### config.mk
export PLATFORM = sky130hd
export DESIGN_NAME = lpc_reg_bridge
export DESIGN_NICKNAME = d
export VERILOG_FILES = /design/src/rtl/lpc_bridge_pkg.sv /design/src/rtl/lpc_reg_decode.sv /design/src/rtl/lpc_lane_steer.sv /design/src/rtl/lpc_xfer_ctrl.sv /design/src/rtl/lpc_reg_bridge.sv
export SDC_FILE = /design/constraint.sdc
export NUM_CORES = 1
export LEC_CHECK = 0
export ABC_AREA = 1
export BUFFER_PORTS_ARGS = -buffer_cell sky130_fd_sc_hd__buf_2
export CELL_PAD_IN_SITES_DETAIL_PLACEMENT = 1
export CELL_PAD_IN_SITES_GLOBAL_PLACEMENT = 1
export CORE_MARGIN = 2
export CORE_UTILIZATION = 41
export DETAILED_ROUTE_END_ITERATION = 8
export HOLD_SLACK_MARGIN = 0.1
export PLACE_DENSITY = 0.89
export SYNTH_ARGS = -nofsm -noshare
export SYNTH_HDL_FRONTEND = slang
export SYNTH_SLANG_ARGS = --single-unit
### constraint.sdc
create_clock -name clk_i -period 2.9 [get_ports clk_i]
set_clock_uncertainty 0.2 [all_clocks]
set_input_delay 0.145 -clock clk_i [delete_from_list [all_inputs] [get_ports clk_i]]
set_output_delay 0.145 -clock clk_i [all_outputs]
set_load 0.01 [all_outputs]
### src/rtl/lpc_bridge_pkg.sv
package lpc_bridge_pkg;
  localparam int unsigned DATA_W  = 64;
  localparam int unsigned LANES   = DATA_W / 8;
  localparam int unsigned OFF_W   = $clog2(LANES);
  localparam int unsigned IDX_BASE   = 'h40;
  localparam int unsigned IDX_CMD    = 'h41;
  localparam int unsigned IDX_DATA   = 'h42;
  localparam int unsigned IDX_STATUS = 'h43;
  localparam int unsigned DIR_BIT    = 63;
  localparam int unsigned SIZE_LSB   = 52;
  localparam logic [DATA_W-1:0] STATUS_VAL = {1'b1, {(DATA_W-1){1'b0}}};

  typedef enum logic [1:0] {
    SEL_NONE   = 2'd0,
    SEL_CMD    = 2'd1,
    SEL_DATA   = 2'd2,
    SEL_STATUS = 2'd3
  } reg_sel_e;

  typedef enum logic [1:0] {
    ST_IDLE = 2'd0,
    ST_REQ  = 2'd1,
    ST_WAIT = 2'd2
  } xfer_state_e;
endpackage

### src/rtl/lpc_reg_decode.sv
module lpc_reg_decode
  import lpc_bridge_pkg::*;
#(
  parameter int unsigned UP_AW = 16
) (
  input  logic [UP_AW-1:0] addr_i,
  output reg_sel_e         sel_o
);
  localparam int unsigned IDX_W = UP_AW - 3;
  localparam int unsigned NHIT  = 3;
  localparam int unsigned HIT_IDX [NHIT] = '{IDX_CMD, IDX_DATA, IDX_STATUS};
  localparam reg_sel_e    HIT_SEL [NHIT] = '{SEL_CMD, SEL_DATA, SEL_STATUS};

  logic [IDX_W-1:0] idx;
  logic             aligned;
  logic [NHIT-1:0]  hit;

  assign idx     = addr_i[UP_AW-1:3];
  assign aligned = (addr_i[2:0] == 3'b000);

  for (genvar g = 0; g < NHIT; g++) begin : g_hit
    assign hit[g] = aligned && (idx == IDX_W'(HIT_IDX[g]));
  end

  always_comb begin
    sel_o = SEL_NONE;
    for (int i = 0; i < NHIT; i++) begin
      if (hit[i]) sel_o = HIT_SEL[i];
    end
  end


  always_comb begin
    decode_onehot_chk: assert ($onehot0(hit));
  end
endmodule

### src/rtl/lpc_lane_steer.sv
module lpc_lane_steer
  import lpc_bridge_pkg::*;
(
  input  logic [OFF_W-1:0]  off_i,
  input  logic [DATA_W-1:0] rd_raw_i,
  input  logic [DATA_W-1:0] wr_src_i,
  output logic [DATA_W-1:0] rd_placed_o,
  output logic [DATA_W-1:0] wr_placed_o
);
  // big-endian lane l occupies bits [DATA_W-1-8l -: 8]
  for (genvar l = 0; l < LANES; l++) begin : g_lane
    localparam int unsigned HI = DATA_W - 1 - 8 * l;
    always_comb begin
      rd_placed_o[HI -: 8] = '0;
      wr_placed_o[HI -: 8] = '0;
      for (int s = 0; s < LANES; s++) begin
        if (OFF_W'(s) == off_i) begin
          if (l >= s) rd_placed_o[HI -: 8] = rd_raw_i[DATA_W-1-8*(l-s) -: 8];
          if (l + s < LANES) wr_placed_o[HI -: 8] = wr_src_i[DATA_W-1-8*(l+s) -: 8];
        end
      end
    end
  end


  always_comb begin
    if (off_i == '0) begin
      lane_pass_chk: assert (rd_placed_o == rd_raw_i && wr_placed_o == wr_src_i);
    end
  end
endmodule

### src/rtl/lpc_xfer_ctrl.sv
module lpc_xfer_ctrl
  import lpc_bridge_pkg::*;
(
  input  logic              clk_i,
  input  logic              rst_ni,
  input  logic              wr_cmd_i,
  input  logic              wr_data_i,
  input  logic [DATA_W-1:0] wdata_i,
  input  logic              dn_ready_i,
  input  logic              dn_rvalid_i,
  input  logic [DATA_W-1:0] rd_placed_i,
  output logic [DATA_W-1:0] cmd_o,
  output logic [DATA_W-1:0] data_o,
  output logic              busy_o,
  output logic              dn_valid_o
);
  xfer_state_e       state_q, state_d;
  logic [DATA_W-1:0] cmd_q, data_q;
  logic              launch_rd, launch_wr;

  assign launch_rd = wr_cmd_i && wdata_i[DIR_BIT];
  assign launch_wr = wr_data_i && !cmd_q[DIR_BIT];

  always_comb begin
    state_d = state_q;
    unique case (state_q)
      ST_IDLE: if (launch_rd || launch_wr) state_d = ST_REQ;
      ST_REQ:  if (dn_ready_i) state_d = cmd_q[DIR_BIT] ? ST_WAIT : ST_IDLE;
      ST_WAIT: if (dn_rvalid_i) state_d = ST_IDLE;
      default: state_d = ST_IDLE;
    endcase
  end

  always_ff @(posedge clk_i or negedge rst_ni) begin
    if (!rst_ni) begin
      state_q <= ST_IDLE;
      cmd_q   <= '0;
      data_q  <= '0;
    end else begin
      state_q <= state_d;
      if (wr_cmd_i) cmd_q <= wdata_i;
      if (wr_data_i) data_q <= wdata_i;
      else if (state_q == ST_WAIT && dn_rvalid_i) data_q <= rd_placed_i;
    end
  end

  assign cmd_o      = cmd_q;
  assign data_o     = data_q;
  assign busy_o     = (state_q != ST_IDLE);
  assign dn_valid_o = (state_q == ST_REQ);


  dn_hold_chk: assert property (@(posedge clk_i) disable iff (!rst_ni)
    dn_valid_o && !dn_ready_i |=> dn_valid_o && $stable(cmd_q) && $stable(data_q));

  data_upd_chk: assert property (@(posedge clk_i) disable iff (!rst_ni)
    !(state_q == ST_WAIT && dn_rvalid_i) && !wr_data_i |=> $stable(data_q));

  cmd_wr_nolaunch_chk: assert property (@(posedge clk_i) disable iff (!rst_ni)
    state_q == ST_IDLE && wr_cmd_i && !wdata_i[DIR_BIT] && !wr_data_i |=> state_q == ST_IDLE);
endmodule

### src/rtl/lpc_reg_bridge.sv
module lpc_reg_bridge
  import lpc_bridge_pkg::*;
#(
  parameter int unsigned UP_AW  = 16,
  parameter int unsigned DN_AW  = 32,
  parameter int unsigned SIZE_W = 7
) (
  input  logic              clk_i,
  input  logic              rst_ni,
  input  logic              req_valid_i,
  output logic              req_ready_o,
  input  logic              req_write_i,
  input  logic [UP_AW-1:0]  req_addr_i,
  input  logic [63:0]       req_wdata_i,
  output logic              rsp_valid_o,
  output logic [63:0]       rsp_rdata_o,
  output logic              dn_valid_o,
  input  logic              dn_ready_i,
  output logic              dn_write_o,
  output logic [DN_AW-1:0]  dn_addr_o,
  output logic [SIZE_W-1:0] dn_size_o,
  output logic [63:0]       dn_wdata_o,
  input  logic              dn_rvalid_i,
  input  logic [63:0]       dn_rdata_i
);
  reg_sel_e          sel;
  logic              accept, busy;
  logic              wr_cmd, wr_data;
  logic [DATA_W-1:0] cmd_q, data_q, rd_placed, rd_mux;
  logic              rsp_valid_q;
  logic [DATA_W-1:0] rsp_rdata_q;
  logic              rd_status_q;

  lpc_reg_decode #(.UP_AW(UP_AW)) u_decode (
    .addr_i (req_addr_i),
    .sel_o  (sel)
  );

  assign accept  = req_valid_i && req_ready_o;
  assign wr_cmd  = accept && req_write_i && (sel == SEL_CMD);
  assign wr_data = accept && req_write_i && (sel == SEL_DATA);

  lpc_xfer_ctrl u_ctrl (
    .clk_i       (clk_i),
    .rst_ni      (rst_ni),
    .wr_cmd_i    (wr_cmd),
    .wr_data_i   (wr_data),
    .wdata_i     (req_wdata_i),
    .dn_ready_i  (dn_ready_i),
    .dn_rvalid_i (dn_rvalid_i),
    .rd_placed_i (rd_placed),
    .cmd_o       (cmd_q),
    .data_o      (data_q),
    .busy_o      (busy),
    .dn_valid_o  (dn_valid_o)
  );

  lpc_lane_steer u_lane (
    .off_i       (cmd_q[OFF_W-1:0]),
    .rd_raw_i    (dn_rdata_i),
    .wr_src_i    (data_q),
    .rd_placed_o (rd_placed),
    .wr_placed_o (dn_wdata_o)
  );

  assign req_ready_o = !busy;
  assign dn_write_o  = !cmd_q[DIR_BIT];
  assign dn_addr_o   = cmd_q[DN_AW-1:0];
  assign dn_size_o   = cmd_q[SIZE_LSB +: SIZE_W];

  always_comb begin
    unique case (sel)
      SEL_CMD:    rd_mux = cmd_q;
      SEL_DATA:   rd_mux = data_q;
      SEL_STATUS: rd_mux = STATUS_VAL;
      default:    rd_mux = '0;
    endcase
  end

  always_ff @(posedge clk_i or negedge rst_ni) begin
    if (!rst_ni) begin
      rsp_valid_q <= 1'b0;
      rsp_rdata_q <= '0;
      rd_status_q <= 1'b0;
    end else begin
      rsp_valid_q <= accept && !req_write_i;
      rd_status_q <= accept && !req_write_i && (sel == SEL_STATUS);
      if (accept && !req_write_i) rsp_rdata_q <= rd_mux;
    end
  end

  assign rsp_valid_o = rsp_valid_q;
  assign rsp_rdata_o = rsp_rdata_q;


  busy_stall_chk: assert property (@(posedge clk_i) disable iff (!rst_ni)
    dn_valid_o |-> !req_ready_o);

  status_rd_chk: assert property (@(posedge clk_i) disable iff (!rst_ni)
    rsp_valid_o && rd_status_q |-> rsp_rdata_o == STATUS_VAL);

  rsp_pulse_chk: assert property (@(posedge clk_i) disable iff (!rst_ni)
    accept && !req_write_i |=> rsp_valid_o);

  wr_launch_chk: assert property (@(posedge clk_i) disable iff (!rst_ni)
    wr_data && dn_write_o |=> dn_valid_o && dn_write_o);
endmodule

==> impl_metrics.json <==
{
  "grt_antenna_before_repair": 5,
  "netlist_top_cells_area": "dfrtp_1 38%, nand2_1 20%, inv_1 5.2%",
  "grt_overflow_total": 0,
  "p_comb_share_pct": 13.0,
  "ys_ff_latch": 195,
  "synth_nets": 2129,
  "path_delay_family": "buffers and inverters",
  "drtAntennaViolNets": 0,
  "status": "finished, final reports clean",
  "p_sw_share_pct": 31.0,
  "yosysUniqueCellTypes": 28,
  "total_power_mw": 6.09,
  "cts_tree": "built",
  "period_share_pct": 99.0,
  "drv_cap": 0,
  "max_freq_mhz": 348,
  "synth_edf_count": 0,
  "path_class": "reg -> out",
  "pin_count": 321,
  "tns_ps": 0,
  "yosysTopAreaCell": "dfrtp_1",
  "synth_most_common_cell": "nand2_1",
  "p_switching_mw": 1.89,
  "port_buffers": 320,
  "p_int_mw": 4.20,
  "min_path_type": "in -> async",
  "synthArstFlopShare_pct": 100,
  "track_usage_pct": 43.2,
  "first_pass_iters": 8,
  "grt_pass1_vias": 17400,
  "htree_levels": 4,
  "wl_met3_microns": 7920,
  "crit_chain": "inv_2 -> buf_6 -> nand2_8 -> buf_12 -> o22ai_1 -> a21oi_1 -> o2111ai_1 -> buf_2",
  "slew_violations": 0,
  "p_clk_share_pct": 40.0,
  "reg2regPathDepth": 9,
  "period_needed_ps": 2870,
  "ys.flop_type": "dfrtp_1",
  "netlist_area_sq_um": 13000,
  "slowest_delay_ps": 400,
  "gp_congestion": 1.02,
  "drtIter0Drc": 2007,
  "cp-start-kind": "flop",
  "grt_max_degree": 75,
  "place_area_sq_um": 14700,
  "final_area_sq_um": 16700,
  "syn_area_per_cell_sq_um": 6.56,
  "p_leak_nw": 8.79,
  "num_rows": 65,
  "floorplan.initialDensity_pct": 41.4,
  "cp.depth": 8,
  "dr_wl_met2_microns": 31500,
  "path_buf_inv": 4,
  "crit_arrival_ps": 2530,
  "yosys_warnings": 0,
  "top_layer": "met5",
  "postSynthCellCount": 1979,
  "routedWlPerCell_microns": 26.2,
  "worstPathMaxFanout": 37,
  "pwr-share-seq_pct": 47.0,
  "cts-root-buf": "clkbuf_16",
  "clock_sinks": 195,
  "p_per_area_nw_per_um2": 365,
  "via_per_inst": 6.21,
  "fp.dieW_microns": 182,
  "clkLatencyLatePin_ps": 460,
  "ys_seq_area_share_pct": 37.6,
  "ys_top_cells_by_count": "684 x nand2_1, 195 x dfrtp_1, 180 x inv_1, 133 x nor2_1, 131 x nand3_1",
  "slew-limit-headroom_pct": 49.4,
  "wirelength_microns": 71800,
  "drive_above_1_share_pct": 18.8,
  "fin_nets": 2476,
  "hpwl_microns": 48200,
  "synth_top_area_share_pct": 37.6,
  "drc": 0,
  "core_sq_um": 31400,
  "vdd_drop_max_mv": 0.476,
  "critPathSlowestCell": "dfrtp_1",
  "clk_path_buf_depth": 2,
  "finalHoldViolCount": 0,
  "die_area_sq_um": 33100,
  "syn2layout_area_growth_pct": 28.4,
  "setup_viol": 0,
  "die_height_microns": 182,
  "fin_util_pct": 53.1,
  "worst_slew_pin_slew_ps": 760,
  "path_clk_slew_ps": 80,
  "worst_ep_required_time_ps": 2560,
  "grt_pass1_wl_microns": 108000,
  "vias": 17000,
  "numCtsBuffers": 17,
  "met1_length_microns": 27200,
  "cp-end-kind": "output port"
}
-- worst min-delay path, delay by kind of cell --
kind	cells	cell delay, ps
buf+inv	3	1020
-- cell usage in the layout (no fill, tap or decap), types with 73 or more instances in the layout --
cell type      count
buf_2            319
a21oi_1           94
o22ai_1           73
nand3_1          129
dfrtp_1          194
nor2_1           132
nand2_1          684
dlygate4sd3_1    137
inv_1            180
o21ai_0          119
-- cell type report --
cell class	count	area, sq um
tap	402	503
sequential	195	4880
timing repair buffer	498	3440
multi-input combinational	1412	6510
clock buffer	19	443
clock inverter	13	116
antenna	3	7.51
inverter	202	778
fill	4123	14700
-- state kept, by name, indices dropped and copies added (netlist names) --
register,flops
rsp_valid_o,1
u_ctrl.state_q,2
rsp_rdata_o,64
u_ctrl.data_o,64
u_ctrl.cmd_o,64
-- metal layers --
layer	vias to the layer above	GRT usage [%]
met3	340	9.57
met2	1352	67.6
met1	8226	54.9
li1	7113	-
met4	4	25.7
met5	-	0
-- logic make-up after synthesis --
| group | after synthesis | synth area share, % |
|---|---|---|
| compound gates | 392 | 17.2 |
| simple gates | 1020 | 32.5 |
| buf+inv | 372 | 12.7 |
| flops | 195 | 37.6 |
-- repair_timing --
item	4_1_cts	5_1_grt
endpoints found under the setup margin	9	33
buffers inserted	0	2
hold buffers	138	0
pin swaps	0	0
hold endpoints to repair	383	0
gates resized for setup	3	15
gates cloned	0	0
-- metrics by stage --
step           hold WS, ps  cells  setup WS (ps)
2_1_floorplan         -351   1979           1020
3_3_place_gp         -53.0   2569            485
3_5_place_dp         -50.2   2569            454
4_1_cts                114   2739           50.3
5_1_grt                161   2743          -1.01
6_report              99.9   2744           28.1
-- path summary, 6_finish.rpt --
kind	slack, ps	start	end
min in group clk_i	110	req_addr_i[1]	u_ctrl.cmd_o[63]
worst min-delay path	100	rst_ni	u_ctrl.data_o[1]
worst max-delay path	30	u_ctrl.cmd_o[2]	dn_wdata_o[41]
max in group asynchronous	1980	rst_ni	u_ctrl.cmd_o[47]
worst max register to register	80	u_ctrl.cmd_o[1]	u_ctrl.data_o[36]
worst min register to register	290	rsp_rdata_o[62]	rsp_rdata_o[62]
-- power groups by stage --
stage,clock network (mW),registers (mW),logic (mW)
final,2.44,2.87,0.792
after global routing,2.54,2.87,0.830
after CTS,2.41,2.85,0.744
after detailed placement,0,2.91,0.614
after global placement,0,2.91,0.605
after floorplan,0,2.87,0.216
(Power assumes the default switching activity.)
